## src/rtl/hba_pkg.sv

```systemverilog
package hba_pkg;

    typedef enum logic [1:0] {
        ST_IDLE = 2'd0,
        ST_ADDR = 2'd1,
        ST_WAIT = 2'd2,
        ST_DONE = 2'd3
    } hba_state_e;

    typedef struct packed {
        logic is_mem;
        logic dir;
    } hba_ctrl_t;

    localparam logic [15:0] REG_SEED_BASE = 16'h5A00;

    function automatic logic dir_is_read(input logic dir, input logic pol);
        return dir == pol;
    endfunction

    function automatic logic [15:0] reg_seed(input int idx);
        return REG_SEED_BASE | 16'(idx & 255);
    endfunction

endpackage

```

## src/rtl/hba_sync.sv

```systemverilog
module hba_sync #(
    parameter int WIDTH  = 3,
    parameter int STAGES = 2
) (
    input  logic             clk,
    input  logic             rst,
    input  logic [WIDTH-1:0] d,
    output logic [WIDTH-1:0] q
);
    logic [WIDTH-1:0] stg [STAGES];

    always_ff @(posedge clk) begin
        if (rst) begin
            for (int s = 0; s < STAGES; s++) stg[s] <= '0;
        end else begin
            stg[0] <= d;
            for (int s = 1; s < STAGES; s++) stg[s] <= stg[s-1];
        end
    end

    assign q = stg[STAGES-1];
endmodule

```

## src/rtl/hba_store.sv

```systemverilog
module hba_store import hba_pkg::*; #(
    parameter int AW     = 16,
    parameter int DW     = 16,
    parameter int MEM_AW = 6,
    parameter int REG_AW = 3
) (
    input  logic          clk,
    input  logic          rst,
    input  logic          wr_en,
    input  logic          wr_mem,
    input  logic [AW-1:0] wr_addr,
    input  logic [DW-1:0] wr_data,
    input  logic          rd_mem,
    input  logic [AW-1:0] rd_addr,
    output logic [DW-1:0] rd_word
);
    localparam int MEM_WORDS = 1 << MEM_AW;
    localparam int REG_WORDS = 1 << REG_AW;

    logic [DW-1:0] mem [MEM_WORDS];
    logic [DW-1:0] reg_view [REG_WORDS];

    logic wr_mem_ok, wr_reg_ok, rd_mem_ok, rd_reg_ok;
    assign wr_mem_ok = wr_en &&  wr_mem && (wr_addr < AW'(MEM_WORDS));
    assign wr_reg_ok = wr_en && !wr_mem && (wr_addr < AW'(REG_WORDS));
    assign rd_mem_ok = rd_addr < AW'(MEM_WORDS);
    assign rd_reg_ok = rd_addr < AW'(REG_WORDS);

    always_ff @(posedge clk) begin
        if (wr_mem_ok) mem[wr_addr[MEM_AW-1:0]] <= wr_data;
    end

    for (genvar r = 0; r < REG_WORDS; r++) begin : g_reg
        logic [DW-1:0] word_q;
        always_ff @(posedge clk) begin
            if (rst) word_q <= DW'(reg_seed(r));
            else if (wr_reg_ok && wr_addr[REG_AW-1:0] == REG_AW'(r)) word_q <= wr_data;
        end
        assign reg_view[r] = word_q;
    end

    always_comb begin
        if (rd_mem) rd_word = rd_mem_ok ? mem[rd_addr[MEM_AW-1:0]] : '0;
        else        rd_word = rd_reg_ok ? reg_view[rd_addr[REG_AW-1:0]] : '0;
    end
endmodule

```

## src/rtl/hba_seq.sv

```systemverilog
module hba_seq import hba_pkg::*; #(
    parameter int AW        = 16,
    parameter int DW        = 16,
    parameter int READY_DLY = 2
) (
    input  logic          clk,
    input  logic          rst,
    input  logic          raw_req,
    input  logic          req_s,
    input  logic          stb_s,
    input  logic          late_s,
    input  logic          host_mem,
    input  logic          host_dir,
    input  logic          dir_pol,
    input  logic [AW-1:0] host_addr,
    input  logic          eng_req,
    input  logic [DW-1:0] rd_word,
    output logic          early_seen,
    output logic          rd_mem,
    output logic [AW-1:0] rd_addr,
    output logic          xfer_en_n,
    output logic          host_rdy_n,
    output logic [DW-1:0] host_rdata,
    output logic          eng_gnt
);
    localparam int CW = $clog2(READY_DLY + 1);

    hba_state_e    state;
    hba_ctrl_t     ctrl_q, ctrl_eff;
    logic          ctrl_held;
    logic [AW-1:0] addr_q;
    logic          addr_held;
    logic          slip_q, slip_used;
    logic [CW-1:0] wait_cnt;
    logic          is_read;

    // Falling-edge side: early request sample and control freeze.
    always_ff @(negedge clk) begin
        if (rst) begin
            early_seen <= 1'b0;
            ctrl_q     <= '0;
            ctrl_held  <= 1'b0;
        end else begin
            early_seen <= raw_req;
            if (state == ST_IDLE) begin
                ctrl_held <= 1'b0;
            end else if (!ctrl_held) begin
                ctrl_q    <= '{is_mem: host_mem, dir: host_dir};
                ctrl_held <= 1'b1;
            end
        end
    end

    assign ctrl_eff = ctrl_held ? ctrl_q : '{is_mem: host_mem, dir: host_dir};
    assign rd_mem   = ctrl_eff.is_mem;
    assign rd_addr  = addr_held ? addr_q : host_addr;
    assign is_read  = dir_is_read(ctrl_eff.dir, dir_pol);

    always_ff @(posedge clk) begin
        if (rst) begin
            state      <= ST_IDLE;
            xfer_en_n  <= 1'b1;
            host_rdy_n <= 1'b1;
            host_rdata <= '0;
            eng_gnt    <= 1'b0;
            addr_q     <= '0;
            addr_held  <= 1'b0;
            slip_q     <= 1'b0;
            slip_used  <= 1'b0;
            wait_cnt   <= '0;
        end else if (state == ST_IDLE) begin
            addr_held <= 1'b0;
            slip_used <= 1'b0;
            if (req_s && !eng_gnt) begin
                state     <= ST_ADDR;
                xfer_en_n <= 1'b0;
                eng_gnt   <= 1'b0;
                slip_q    <= late_s;
            end else begin
                eng_gnt <= eng_req;
            end
        end else if (!stb_s) begin
            state      <= ST_IDLE;
            xfer_en_n  <= 1'b1;
            host_rdy_n <= 1'b1;
            host_rdata <= '0;
        end else begin
            case (state)
                ST_ADDR: begin
                    if (slip_q && !slip_used) begin
                        slip_used <= 1'b1;
                    end else begin
                        addr_q    <= host_addr;
                        addr_held <= 1'b1;
                        wait_cnt  <= CW'(1);
                        state     <= ST_WAIT;
                    end
                end
                ST_WAIT: begin
                    if (wait_cnt == CW'(READY_DLY)) begin
                        host_rdy_n <= 1'b0;
                        host_rdata <= is_read ? rd_word : '0;
                        state      <= ST_DONE;
                    end else begin
                        wait_cnt <= wait_cnt + CW'(1);
                    end
                end
                default: ;
            endcase
        end
    end

    // ready only inside the enable window
    a_r8_ready_inside_enable: assert property (@(posedge clk) disable iff (rst)
        !host_rdy_n |-> !xfer_en_n);
    // never two owners of the storage
    a_r4_single_owner: assert property (@(posedge clk) disable iff (rst)
        eng_gnt |-> xfer_en_n);
    // enable falls only on a synchronised request with the engine idle
    a_r2_start_cause: assert property (@(posedge clk) disable iff (rst)
        $fell(xfer_en_n) |-> ($past(req_s) && !$past(eng_gnt)));
    // bus quiet outside the ready window
    a_r9_bus_quiet: assert property (@(posedge clk) disable iff (rst)
        host_rdy_n |-> (host_rdata == '0));
    // frozen address does not move
    a_r6_addr_frozen: assert property (@(posedge clk) disable iff (rst)
        (addr_held && $past(addr_held)) |-> $stable(rd_addr));
    // frozen control does not move
    a_r5_ctrl_frozen: assert property (@(posedge clk) disable iff (rst)
        (ctrl_held && $past(ctrl_held)) |-> $stable(ctrl_q));
    // strobe release ends the transfer on the next edge
    a_r11_release: assert property (@(posedge clk) disable iff (rst)
        (state != ST_IDLE && !stb_s) |=> (xfer_en_n && host_rdy_n));
endmodule

```

## src/rtl/hba_host_access.sv

```systemverilog
module hba_host_access #(
    parameter int AW          = 16,
    parameter int DW          = 16,
    parameter int MEM_AW      = 6,
    parameter int REG_AW      = 3,
    parameter int SYNC_STAGES = 2,
    parameter int READY_DLY   = 2
) (
    input  logic          clk,
    input  logic          rst,
    input  logic          host_cs_n,
    input  logic          host_stb_n,
    input  logic          host_mem,
    input  logic          host_dir,
    input  logic          dir_pol,
    input  logic [AW-1:0] host_addr,
    input  logic          eng_req,
    input  logic          eng_we,
    input  logic          eng_mem,
    input  logic [AW-1:0] eng_addr,
    input  logic [DW-1:0] eng_wdata,
    output logic          xfer_en_n,
    output logic          host_rdy_n,
    output logic [DW-1:0] host_rdata,
    output logic          eng_gnt
);
    logic          raw_req, early_seen;
    logic [2:0]    sync_d, sync_q;
    logic          cs_s, stb_s, late_s, req_s;
    logic          rd_mem;
    logic [AW-1:0] rd_addr;
    logic [DW-1:0] rd_word;

    assign raw_req = !host_cs_n && !host_stb_n;
    assign sync_d  = {raw_req && !early_seen, !host_stb_n, !host_cs_n};
    assign {late_s, stb_s, cs_s} = sync_q;
    assign req_s   = cs_s && stb_s;

    hba_sync #(.WIDTH(3), .STAGES(SYNC_STAGES)) i_sync (
        .clk (clk),
        .rst (rst),
        .d   (sync_d),
        .q   (sync_q)
    );

    hba_store #(.AW(AW), .DW(DW), .MEM_AW(MEM_AW), .REG_AW(REG_AW)) i_store (
        .clk     (clk),
        .rst     (rst),
        .wr_en   (eng_gnt && eng_we),
        .wr_mem  (eng_mem),
        .wr_addr (eng_addr),
        .wr_data (eng_wdata),
        .rd_mem  (rd_mem),
        .rd_addr (rd_addr),
        .rd_word (rd_word)
    );

    hba_seq #(.AW(AW), .DW(DW), .READY_DLY(READY_DLY)) i_seq (
        .clk        (clk),
        .rst        (rst),
        .raw_req    (raw_req),
        .req_s      (req_s),
        .stb_s      (stb_s),
        .late_s     (late_s),
        .host_mem   (host_mem),
        .host_dir   (host_dir),
        .dir_pol    (dir_pol),
        .host_addr  (host_addr),
        .eng_req    (eng_req),
        .rd_word    (rd_word),
        .early_seen (early_seen),
        .rd_mem     (rd_mem),
        .rd_addr    (rd_addr),
        .xfer_en_n  (xfer_en_n),
        .host_rdy_n (host_rdy_n),
        .host_rdata (host_rdata),
        .eng_gnt    (eng_gnt)
    );
endmodule

```

## config.mk

```make
export PLATFORM = sky130hd
export DESIGN_NAME = hba_host_access
export DESIGN_NICKNAME = d
export VERILOG_FILES = /design/src/rtl/hba_pkg.sv /design/src/rtl/hba_sync.sv /design/src/rtl/hba_store.sv /design/src/rtl/hba_seq.sv /design/src/rtl/hba_host_access.sv
export SDC_FILE = /design/constraint.sdc
export NUM_CORES = 2
export LEC_CHECK = 0
export BUFFER_PORTS_ARGS = -buffer_cell sky130_fd_sc_hd__buf_2
export CAP_MARGIN = 20
export CORE_MARGIN = 8
export CORE_UTILIZATION = 25
export DETAILED_ROUTE_END_ITERATION = 6
export HOLD_SLACK_MARGIN = 0.02
export SYNTH_ARGS = -nofsm -noshare
export SYNTH_HDL_FRONTEND = slang
export SYNTH_SLANG_ARGS = --single-unit
```

## constraint.sdc

```tcl
create_clock -name clk -period 5.3 [get_ports clk]
set_input_delay 1.06 -clock clk [delete_from_list [all_inputs] [get_ports clk]]
set_output_delay 1.06 -clock clk [all_outputs]
set_load 0.01 [all_outputs]
```

==> results.cfg <==
[status]
run_status = complete, no violations

[placement]
dp_hpwl_microns = 88100
io_buffers = 76
globalplace.congestion = 0.837

[floorplan]
coreArea_sq_um = 197000
fp.dieArea_sq_um = 212000
fp-row-count = 163
initial_core_util_pct = 25.1
ios = 77
die_h_microns = 460
die_width_microns = 460

[routing]
drc = 0
drt-initial-drc-count = 3860
vias_per_cell = 4.92
dr_total_vias = 32900
first_pass_iters = 5
wl_per_cell_microns = 22.3
totalWireLength_microns = 149000
postRouteAntennaNets = 0

[cts]
cts_max_level = 3
cts_hold_buf = 0
clock-root-buffer = clkbuf_16
post_cts_buffers = 0
cts_buffer_depth = 3
cts_sinks = 1204
clock_latency_ns = 0.73
cts_resized = 0
cts.clk_slew.worst_paths_ns = 0.06
cts_made_buffers = 120
cts_tree = done

[timing]
setup_viol_count_final = 0
finalHoldViolations = 0
slew_headroom_pct = 27.8
hold_ws_ns = 0.437
drv_slew = 0
rsz0062_at_grt = false
fin_tns_setup_ns = 0
worst_slew_pin_slew_ns = 1.08
fin_skew_ns = 0.0236

[yosys]
synth_top_area_share_pct = 62.4
synth_nets = 3916
synth_area_per_cell_sq_um = 12.8
synth_cells = 3854
postSynth.asyncResetShare_pct = 0
synth_top_area_cell = edfxtp_1
synthFlopType = edfxtp_1
synth_edf_count = 1024
synth_seq_cells = 1204
yosys_warnings = 0
synth_most_common_cell = edfxtp_1
yosys-top-cells-count = edfxtp_1 (1024), nand2_1 (552), nor2_1 (460)
synth_seq_area_share_pct = 69.7
syn_area_sq_um = 49300
yosys-top-cells-area = edfxtp_1 (62%), dfxtp_1 (7.3%), nand2_1 (4.2%)
ys_types = 67

[pwr]
leakagePower_uw = 0.0189
peakVddDrop_mv = 0.289
power_density_nw_per_um2 = 353

[critical_path]
crit_slowest_cell = or3b_2
worstSetupPathType = reg -> reg
critPathMaxStageDelay_ns = 0.52
critical_path.cell_chain = mux2i_1 > xnor2_1 > or3b_2 > or3b_4 > or3_1 > o31ai_1
crit_buf_inv = 0
critPathCaptureType = flip-flop
critPathArrivalTime_ns = 5.72
worstPathRequired_ns = 5.92
startpoint_type = flip-flop
critPathTopFamily = simple AND/OR/NAND/NOR gates
critPathMaxFanout = 13

[run]
drv_cap = 0

[grt]
grt_pass1_vias = 31400
grt-ovfl-total = 0
grt_pass1_wl_microns = 218000
track_usage_pct = 13.5
grt_max_degree = 136
antenna_found_initial = 15

[finish]
drive_gt1_share_pct = 12.2
nFillCells = 19900
nets = 4003
areaGrowthSynthToFinish_pct = 16.1
final_core_util_pct = 29.1

[hold_path]
hold_class = reg -> reg
-- per-stage QoR --
step | setup WS, ns | instances | cell area, sq um | total power [uW]
2_1_floorplan | 0.353 | 3854 | 49300 | 11300
3_3_place_gp | 0.119 | 6452 | 53200 | 11800
3_5_place_dp | 0.0750 | 6453 | 53200 | 11900
4_1_cts | 0.0676 | 6678 | 57200 | 20300
5_1_grt | 0.0818 | 6685 | 57200 | 20800
6_report | 0.195 | 6687 | 57200 | 20200
-- layout by cell type (no fill, tap or decap), drive strengths merged, types with 32 or more instances in the layout --
master	n
mux2i	122
o21ai	73
or3	89
o31ai	49
clkinv	58
nand3	115
nand2	552
a22oi	32
nand4	43
and3	40
nor3	38
a221oi	39
clkbuf	147
nor2	461
a211o	33
a21oi	255
dfxtp	180
o22ai	50
nor2b	38
mux4	40
buf	232
edfxtp	1024
-- per-layer routing --
| metal | share of wire (%) | vias up | wire length (microns) | global-route usage, % |
|---|---|---|---|---|
| li1 | - | 14600 | - | - |
| met1 | 43 | 16700 | 63700 | 18.7 |
| met2 | 46 | 1311 | 69300 | 21.5 |
| met3 | 7.7 | 225 | 11500 | 2.33 |
| met4 | 3.1 | 4 | 4670 | 4.44 |
| met5 | 0.015 | - | 23 | 0 |
-- sequential cells by signal (all words and copies together), names as in the netlist --
| name | count |
|---|---|
| i_seq.ctrl_q | 2 |
| i_store.g.word_q | 128 |
| i_seq.slip_used | 1 |
| i_store.mem | 1024 |
| i_seq.wait_cnt | 2 |
| i_seq.addr_held | 1 |
| i_seq.early_seen | 1 |
| i_seq.xfer_en_n | 1 |
| i_seq.slip_q | 1 |
| i_seq.state | 2 |
| i_seq.host_rdy_n | 1 |
| i_seq.host_rdata | 16 |
| i_seq.addr_q | 16 |
| i_seq.ctrl_held | 1 |
| i_sync.stg | 6 |
| i_seq.eng_gnt | 1 |
-- path summary, 6_finish.rpt --
check	start	to	slack (ns)	depth (start not counted)
max	i_seq.ctrl_held$_SDFF_NP0_	i_seq.host_rdata[5]$_SDFFE_PP0P_	0.19	6
min	i_sync.stg[0][0]$_SDFF_PP0_	i_sync.stg[0][3]$_SDFF_PP0_	0.44	1
max reg2reg	i_seq.ctrl_held$_SDFF_NP0_	i_seq.host_rdata[5]$_SDFFE_PP0P_	0.19	6
min reg2reg	i_sync.stg[0][0]$_SDFF_PP0_	i_sync.stg[0][3]$_SDFF_PP0_	0.44	1
-- report_power, final --
part | leakage, uW | switching (uW) | internal, uW
Combinational | 0.00630 | 981 | 396
Sequential | 0.0107 | 19.5 | 10300
Clock | 0.00196 | 3620 | 4920
-- worst register-to-register path: cells and delay by family, from the launching register on --
family,cells,cell delay (ns)
simple gates,3,1.44
flops,1,0.38
mux,1,0.24
compound gates,1,0.20
xor+xnor,1,0.11
-- area by class of cell --
cell class,instances,area (sq um),share of cell area [%]
diodes,6,15.0,0.0262
clock buffers,147,3240,5.66
clock inverters,79,694,1.21
inverters,6,22.5,0.0394
multi-input cells,2373,13800,24.2
flip-flops and latches,1204,34400,60.0
well taps,2640,3300,5.77
repair buffers,232,1770,3.10
-- kinds of logic after synthesis --
group / after synthesis / synth area share [%]
AOI/OAI and AO/OA: 739 / 9.95
xor gates and xnor gates: 1 / 0.0178
adders and majority gates: 4 / 0.102
and+or+nand+nor: 1448 / 13.0
buffers and inverters: 277 / 2.47
muxes: 181 / 4.76
DFF: 1204 / 69.7
Power figures use the tool's default switching activity.
